$ cat src/rtl/fdp_pkg.sv
package fdp_pkg;

  localparam int STAT_W   = 16;
  localparam int TIME_W   = 32;
  localparam int NOPS     = 3;
  localparam int OPW      = $clog2(NOPS);

  // Status bit positions used by the decoder
  localparam int RDY_BIT  = 7;
  localparam int PROT_BIT = 1;
  localparam int PGM_BIT  = 4;
  localparam int ERS_BIT  = 5;
  localparam int TGL_BIT  = 6;

  // Bits left after dropping the upper byte, the ready bit and bit 0
  localparam logic [STAT_W-1:0] KEEP_MASK = STAT_W'(8'h7E);

  localparam logic [OPW-1:0] OP_ERASE = OPW'(0);
  localparam logic [OPW-1:0] OP_WORD  = OPW'(1);
  localparam logic [OPW-1:0] OP_BUF   = OPW'(2);

  typedef logic [TIME_W-1:0] tval_t;

  typedef enum logic [2:0] {
    ERR_NONE    = 3'd0,
    ERR_PROTECT = 3'd1,
    ERR_PROGRAM = 3'd2,
    ERR_ERASE   = 3'd3,
    ERR_OTHER   = 3'd4,
    ERR_TIMEOUT = 3'd5
  } err_e;

  // Left shift that sticks at all ones once the top bit would fall off
  function automatic tval_t shl_sat(tval_t v, int unsigned sh);
    tval_t r;
    r = v;
    for (int i = 0; i < 64; i++) begin
      if (i < sh) r = r[TIME_W-1] ? '1 : (r << 1);
    end
    return r;
  endfunction

  // Priority classification of a ready status word
  function automatic err_e classify(logic [STAT_W-1:0] st);
    logic [STAT_W-1:0] m;
    m = st & KEEP_MASK;
    if (m[PROT_BIT])     return ERR_PROTECT;
    else if (m[PGM_BIT]) return ERR_PROGRAM;
    else if (m[ERS_BIT]) return ERR_ERASE;
    else if (|m)         return ERR_OTHER;
    else                 return ERR_NONE;
  endfunction

endpackage

$ cat src/rtl/fdp_limit_calc.sv
module fdp_limit_calc
  import fdp_pkg::*;
#(
  parameter int EXP_W    = 6,
  parameter int MS_TICKS = 1000
) (
  input  logic [OPW-1:0]        op_idx,
  input  logic [NOPS*EXP_W-1:0] typ_exp,
  input  logic [NOPS*EXP_W-1:0] max_exp,
  output tval_t                 typ_lim,
  output tval_t                 max_lim
);

  tval_t typ_tab [NOPS];
  tval_t max_tab [NOPS];

  for (genvar g = 0; g < NOPS; g++) begin : g_op
    localparam tval_t UNIT = (g == int'(OP_ERASE)) ? tval_t'(MS_TICKS) : tval_t'(1);
    always_comb begin
      typ_tab[g] = shl_sat(UNIT, int'(typ_exp[g*EXP_W +: EXP_W]));
      max_tab[g] = shl_sat(typ_tab[g], int'(max_exp[g*EXP_W +: EXP_W]));
    end
  end

  assign typ_lim = typ_tab[op_idx];
  assign max_lim = max_tab[op_idx];

endmodule

$ cat src/rtl/fdp_status_decode.sv
module fdp_status_decode
  import fdp_pkg::*;
(
  input  logic              toggle_mode,
  input  logic [STAT_W-1:0] rd_first,
  input  logic [STAT_W-1:0] rd_second,
  output logic              finished,
  output err_e              cls
);

  always_comb begin
    if (toggle_mode) begin
      finished = (rd_first[TGL_BIT] == rd_second[TGL_BIT]);
      cls      = ERR_NONE;
    end else begin
      finished = rd_first[RDY_BIT];
      cls      = rd_first[RDY_BIT] ? classify(rd_first) : ERR_NONE;
    end
  end

endmodule

$ cat src/rtl/fdp_overrun_counters.sv
module fdp_overrun_counters
  import fdp_pkg::*;
#(
  parameter int CW = 8
) (
  input  logic               clk,
  input  logic               rst_n,
  input  logic [OPW-1:0]     op_idx,
  input  logic               inc_typ,
  input  logic               inc_max,
  output logic [NOPS*CW-1:0] typ_cnt,
  output logic [NOPS*CW-1:0] max_cnt
);

  localparam logic [CW-1:0] TOP = '1;

  for (genvar g = 0; g < NOPS; g++) begin : g_cnt
    logic [CW-1:0] t_q, m_q;
    logic          sel;
    assign sel = (op_idx == OPW'(g));

    always_ff @(posedge clk or negedge rst_n) begin
      if (!rst_n) begin
        t_q <= '0;
        m_q <= '0;
      end else begin
        if (sel && inc_typ && t_q != TOP) t_q <= t_q + 1'b1;
        if (sel && inc_max && m_q != TOP) m_q <= m_q + 1'b1;
      end
    end

    assign typ_cnt[g*CW +: CW] = t_q;
    assign max_cnt[g*CW +: CW] = m_q;
  end

endmodule

$ cat src/rtl/flash_done_poller.sv
module flash_done_poller
  import fdp_pkg::*;
#(
  parameter int EXP_W    = 6,
  parameter int MS_TICKS = 1000,
  parameter int CW       = 8
) (
  input  logic                  clk,
  input  logic                  rst_n,
  input  logic                  start,
  input  logic [1:0]            op_sel,
  input  logic                  toggle_mode,
  input  logic [NOPS*EXP_W-1:0] typ_exp,
  input  logic [NOPS*EXP_W-1:0] max_exp,
  input  logic                  tick_us,
  output logic                  rd_req,
  input  logic                  rd_valid,
  input  logic [STAT_W-1:0]     rd_data,
  output logic                  busy,
  output logic                  done,
  output logic [2:0]            err_code,
  output logic [NOPS*CW-1:0]    typ_over_cnt,
  output logic [NOPS*CW-1:0]    max_over_cnt
);

  typedef enum logic [2:0] {
    S_IDLE, S_ISSUE0, S_WAIT0, S_ISSUE1, S_WAIT1, S_EVAL
  } st_e;

  st_e               state;
  logic [OPW-1:0]    op_q;
  logic              tgl_q;
  tval_t             typ_lim_q, max_lim_q;
  tval_t             elapsed, snap;
  logic              typ_seen;
  logic [STAT_W-1:0] rd0_q, rd1_q;
  logic              done_q;
  err_e              err_q;

  logic [OPW-1:0]    op_in;
  tval_t             typ_lim_c, max_lim_c;
  logic              fin;
  err_e              cls;

  // Named internal events
  logic evt_check, evt_typ_cross, evt_max_cross, evt_finish, evt_end;

  assign op_in = (op_sel > 2'(OP_BUF)) ? OP_BUF : OPW'(op_sel);

  fdp_limit_calc #(.EXP_W(EXP_W), .MS_TICKS(MS_TICKS)) u_lim (
    .op_idx  (op_in),
    .typ_exp (typ_exp),
    .max_exp (max_exp),
    .typ_lim (typ_lim_c),
    .max_lim (max_lim_c)
  );

  fdp_status_decode u_dec (
    .toggle_mode (tgl_q),
    .rd_first    (rd0_q),
    .rd_second   (rd1_q),
    .finished    (fin),
    .cls         (cls)
  );

  assign evt_check     = (state == S_EVAL);
  assign evt_typ_cross = evt_check && (snap > typ_lim_q) && !typ_seen;
  assign evt_max_cross = evt_check && (snap > max_lim_q);
  assign evt_finish    = evt_check && fin;
  assign evt_end       = evt_finish || evt_max_cross;

  fdp_overrun_counters #(.CW(CW)) u_cnt (
    .clk     (clk),
    .rst_n   (rst_n),
    .op_idx  (op_q),
    .inc_typ (evt_typ_cross),
    .inc_max (evt_max_cross),
    .typ_cnt (typ_over_cnt),
    .max_cnt (max_over_cnt)
  );

  always_ff @(posedge clk or negedge rst_n) begin
    if (!rst_n) begin
      state     <= S_IDLE;
      op_q      <= '0;
      tgl_q     <= 1'b0;
      typ_lim_q <= '0;
      max_lim_q <= '0;
      elapsed   <= '0;
      snap      <= '0;
      typ_seen  <= 1'b0;
      rd0_q     <= '0;
      rd1_q     <= '0;
      done_q    <= 1'b0;
      err_q     <= ERR_NONE;
    end else begin
      done_q <= 1'b0;
      if (state == S_IDLE) begin
        if (start) begin
          op_q      <= op_in;
          tgl_q     <= toggle_mode;
          typ_lim_q <= typ_lim_c;
          max_lim_q <= max_lim_c;
          elapsed   <= '0;
          typ_seen  <= 1'b0;
          state     <= S_ISSUE0;
        end
      end else begin
        if (tick_us && elapsed != '1) elapsed <= elapsed + 1'b1;
        case (state)
          S_ISSUE0: begin
            snap  <= elapsed;
            state <= S_WAIT0;
          end
          S_WAIT0: if (rd_valid) begin
            rd0_q <= rd_data;
            state <= tgl_q ? S_ISSUE1 : S_EVAL;
          end
          S_ISSUE1: state <= S_WAIT1;
          S_WAIT1: if (rd_valid) begin
            rd1_q <= rd_data;
            state <= S_EVAL;
          end
          S_EVAL: begin
            if (evt_typ_cross) typ_seen <= 1'b1;
            if (evt_end) begin
              state  <= S_IDLE;
              done_q <= 1'b1;
              err_q  <= fin ? cls : ERR_TIMEOUT;
            end else begin
              state <= S_ISSUE0;
            end
          end
          default: state <= S_IDLE;
        endcase
      end
    end
  end

  assign rd_req   = (state == S_ISSUE0) || (state == S_ISSUE1);
  assign busy     = (state != S_IDLE);
  assign done     = done_q;
  assign err_code = err_q;

endmodule

$ cat config.mk
export PLATFORM = sky130hd
export DESIGN_NAME = flash_done_poller
export DESIGN_NICKNAME = d
export VERILOG_FILES = /design/src/rtl/fdp_pkg.sv /design/src/rtl/fdp_limit_calc.sv /design/src/rtl/fdp_status_decode.sv /design/src/rtl/fdp_overrun_counters.sv /design/src/rtl/flash_done_poller.sv
export SDC_FILE = /design/constraint.sdc
export NUM_CORES = 2
export LEC_CHECK = 0
export BUFFER_PORTS_ARGS = -buffer_cell sky130_fd_sc_hd__buf_2
export CAP_MARGIN = 0
export CORE_MARGIN = 8
export CORE_UTILIZATION = 65
export CTS_BUF_LIST = sky130_fd_sc_hd__clkbuf_4
export CTS_CLUSTER_DIAMETER = 200
export DETAILED_ROUTE_END_ITERATION = 12
export PLACE_DENSITY = 0.93
export SYNTH_ARGS = -nofsm -noshare
export SYNTH_HDL_FRONTEND = slang
export SYNTH_SLANG_ARGS = --single-unit
$ cat constraint.sdc
create_clock -name clk -period 6 [get_ports clk]
set_input_delay 0.3 -clock clk [delete_from_list [all_inputs] [get_ports clk]]
set_output_delay 0.3 -clock clk [all_outputs]
set_load 0.02 [all_outputs]
==> run metrics, run 1 <==
HPWL after detailed placement just under 200 mm; chip width around 260 um; # rows 90; tool error message [ERROR GRT-0116] Global routing finished with congestion. Check the congestion regions in the DRC Viewer.; area leader, netlist dfrtp_1; syn avg cell area 6.34 um^2; number of synthesized register bits just under 200; largest net degree at the start of global routing 120; run status did not finish; CTS Sinks 195; die height about 260 um; GP Congestion 1.33; first-pass GRT wire length roughly 610 mm; Unique masters post-synth 120; H-tree depth 4; ranking of synthesized cells by area dfrtp_1 (13%), a21oi_1 (10%), o21ai_0 (9.5%); warnings from Yosys 0; Failed at 5_1_grt; Synth Cell Area roughly 40000 um^2; grt ovf approximately 11000; top_reg_cell synth dfrtp_1; vias in the first global route approximately 93000; syn_nets around 6300; Post-synth EDFFs 0; Syn Inst Count 6160; Root Driver clkbuf_4; I/O Buffers between 100 and 150; Initial Util 65.2%; Synth async-reset ratio 100%; I/O pin count about 110; Total GRT Usage 115%; top-area cell type share of the netlist area 12.5%; Clock Tree Buf Depth 2; post-synthesis sequential area ratio 12.5%; CTS buffer count 17
## cells in the mapped netlist, drive strengths merged (77+ instances only)
master  number
dfrtp      195
nor2       622
o21ai      790
o22ai      106
ha          77
a21oi      802
o221ai      79
clkbuf     359
inv        117
buf         80
o31ai      106
a22oi      116
a31oi      124
a211oi     136
nand3      223
nand2      715
nor3       181
o211ai     147
## cells by family after synthesis
group                      synth area share [%]
muxes                                      1.75
buffers and inverters                      5.74
AOI/OAI and AO/OA                          49.3
and+or+nand+nor                            27.3
xor gates and xnor gates                  0.920
adders and majority gates                  2.47
DFF                                        12.5
## through the flow
stage	cells	utilization (%)	instance area (um^2)	TNS (ns)	setup WS (ns)
floorplan	6160	-	39700	-103.58	-3.37
global placement	8492	89.5	53600	-104.39	-3.51
detailed placement	8492	89.5	53600	-143.46	-4.68
CTS	8676	95.7	57300	-86.82	-2.78
## timing repair
item                                    in CTS
pin swaps                                  171
cloned                                       1
buffers inserted                           146
hold buffers                                 9
resized for setup                          498
hold endpoints to repair                   127
endpoints found under the setup margin      32
## routing by layer
metal / track usage [%] / GRT overflow
met1: 93.6 / 460
met3: 91.8 / 555
met4: 121 / 1677
met5: 83.1 / 66
met2: 160 / 8536
==> inputs of run 2 (changes only) <==
--- a/config.mk
+++ b/config.mk
@@ -8,11 +8,9 @@
 export BUFFER_PORTS_ARGS = -buffer_cell sky130_fd_sc_hd__buf_2
 export CAP_MARGIN = 0
 export CORE_MARGIN = 8
-export CORE_UTILIZATION = 65
-export CTS_BUF_LIST = sky130_fd_sc_hd__clkbuf_4
-export CTS_CLUSTER_DIAMETER = 200
+export CORE_UTILIZATION = 40
 export DETAILED_ROUTE_END_ITERATION = 12
-export PLACE_DENSITY = 0.93
+export PLACE_DENSITY_LB_ADDON = 0.15
 export SYNTH_ARGS = -nofsm -noshare
 export SYNTH_HDL_FRONTEND = slang
 export SYNTH_SLANG_ARGS = --single-unit
==> run 2 against run 1 <==
The flow now finishes, with violations (negative setup slack). Synthesized cell count did not move. Synthesized area did not move.
==> run metrics, run 2 <==
maximum VDD drop between 150 and 200 uV; WS Path Type in2reg; clock-pin slew on the worst setup and hold paths ~0.08 ns; HPWL after detailed placement about 180 mm; Antenna Nets Post-Route 0; Worst Max-Slew Pin Slew between 1 and 1.5 ns; # rows 114; number of synthesized register bits 195; ranking of synthesized cells by area dfrtp_1 (13%), a21oi_1 (10%), o21ai_0 (9.5%); min cycle time layout between 9 and 10 ns; Worst EP required around 6.4 ns; Post-Route Setup TNS -94.31 ns; Area Growth Syn to Fin 59.4%; Clock Latency Late Sink approximately 0.48 ns; die height 328 um; first-pass GRT wire length 341 mm; grt ovf 0; initial antenna violation count 3; RSZ-0062 raised after global routing true; Slowest-stage cell, CP or4_4; vias around 62000; Setup WS post-layout -3.03 ns; Synth Area in Adders under 10%; Synth async-reset ratio between 90% and 100%; worst-path fanout max 20; chip width 328 um; WL final about 220 mm; simple-gate area share of the yosys netlist between 20 and 30%; fill count a little under 9000; warnings from Yosys 0; DR WL/cell about 24 um; hold violation count in the final report 0; Total GRT Usage about two fifths; commonest non-fill, non-tap cell in the layout buf_4; max-slew violation count 0; Setup violations, final 32; Syn Inst Count about 6200; vias in the first global route 59000; Hold Crit Class in2reg; GP Congestion ~1.1; CTS tree done; # DRC 0; Worst setup SP type input pin; max-cap violation count 0; area of the multi-input gates 35700 um^2; top_reg_cell synth dfrtp_1; core area about 97000 um^2; violated checks negative setup slack; layout cell share with drive strength beyond 1 39.3%; Synth Cell Area roughly 39000 um^2; nets@finish about 8400; Unique masters post-synth 120; I/O Buffers roughly 100; Root Driver clkbuf_16; commonest non-fill, non-tap cells in the layout buf_4 (2282), a21oi_1 (712), nand2_1 (694); syn_nets about 6300; Clock Tree Buf Depth 2; Worst path most repeated cell buf_4; Slew HR under 10%; Compound-Gate Fraction of Synth Area between 40 and 50%; top-area cell type share of the netlist area between 10% and 20%; fin cells roughly 9500; H-tree depth 4; Post-synth EDFFs 0; drt first pass iters 9; area share of xor/xnor cells in the synthesized design less than 1%; syn avg cell area ~6.3 um^2; period utilisation layout 151%; area leader, netlist dfrtp_1; Arrival @ worst endpoint approximately 9.4 ns; CTS buffer count 17; pre-CTS setup slack -3.94 ns; Worst Setup End Kind flop; mux cell area share after synthesis about 1.8%; final hold slack roughly 0.052 ns; clk_skew around 0.024 ns; largest net degree at the start of global routing between 150 and 200; Post-Place Cells ~9300; DIE AREA about 110000 um^2; First DRT Iteration DRCs around 8500; Peak Freq 111 MHz; register area 4880 um^2; post-synthesis sequential area ratio 12.5%; Initial Util 40.4%; Post-synth top cells a21oi_1 (796), o21ai_0 (744), nand2_1 (711), nor2_1 (611), clkbuf_1 (358); Pwr Density approximately 110 nW/um^2; I/O pin count between 100 and 150; Max stage delay on crit path between 0.5 and 0.6 ns; most frequent cell after synthesis a21oi_1; run status finished with violations; leakage around 26 nW; via-per-instance ratio 6.53; largest family of logic cells by synthesized area compound AO/OA/AOI/OAI gates; CTS Sinks a little under 200
[run 2: cell counts after synthesis]
Identical to the previous run, type by type.
[run 2: layer usage]
| metal | vias to the layer above | GRT usage, % | share of wire [%] |
|---|---|---|---|
| li1 | 28000 | - | - |
| met5 | - | 0 | 0.013 |
| met2 | 3744 | 62.4 | 45 |
| met1 | 29600 | 51.5 | 41 |
| met3 | 736 | 5.62 | 9.0 |
| met4 | 4 | 15.8 | 5.3 |
[run 2: area by class of cell]
| type | instances | area share [%] |
|---|---|---|
| diodes | 1 | 0.00402 |
| clock buffers | 17 | 0.684 |
| clock inverters | 14 | 0.261 |
| inverters | 121 | 0.738 |
| multi-input cells | 5406 | 57.4 |
| flip-flops and latches | 195 | 7.84 |
| well taps | 1276 | 2.57 |
| repair buffers | 2480 | 30.5 |
[run 2: stage by stage]
stage	total power [mW]	utilization, %	area (um^2)
after floorplan	3.76	-	39700
after detailed placement	5.44	58.5	56600
after global routing	7.27	64.3	62200
after CTS	6.73	62.4	60300
final	6.92	64.4	62200
after global placement	5.39	58.5	56600
[run 2: worst paths after layout]
| kind | start | to | slack (ns) | cells after the start |
|---|---|---|---|---|
| worst max-delay path | typ_exp[14] | max_lim_q[27] | -3.03 | 40 |
| min in group asynchronous | rst_n | u_cnt.g_cnt[2].m_q[4] | 0.26 | 2 |
| worst max register to register | elapsed[0] | elapsed[15] | 1.34 | 19 |
| max in group asynchronous | rst_n | typ_lim_q[28] | 4.49 | 3 |
| worst min-delay path | rd_data[5] | rd0_q[5] | 0.05 | 2 |
| worst min register to register | u_cnt.g_cnt[1].m_q[6] | u_cnt.g_cnt[1].m_q[6] | 0.49 | 1 |
[run 2: kinds of logic (layout without fill, tap and decap cells)]
kind of cell             after synthesis  in the layout
AO/OA/AOI/OAI                       2975           2975
AND/OR/NAND/NOR                     2250           2251
buffers and inverters                560           2632
flip-flops                           195            195
adder cells (fa/ha/maj)               77             77
multiplexers                          62             62
XOR/XNOR                              41             41
other                                  0              1
[run 2: where the power goes]
group | switching, mW | total, mW | internal (mW)
logic | 2.40 | 3.98 | 1.58
clock network | 0.593 | 1.15 | 0.558
registers | 0.193 | 1.79 | 1.60
[run 2: critical path: cells and delay by family]
kind,cells,cell delay (ns)
AO/OA/AOI/OAI,17,3.88
buffers and inverters,13,2.26
AND/OR/NAND/NOR,10,2.92
[run 2: repair_timing]
action | in CTS | in global routing
endpoints found under the hold margin | 29 | 0
setup buffers | 126 | 82
hold buffers | 1 | 0
endpoints found under the setup margin | 32 | 32
gates resized for setup | 466 | 270
gates cloned | 2 | 0
pin swaps | 134 | 159
No activity file was read; power rests on OpenSTA's default activity.
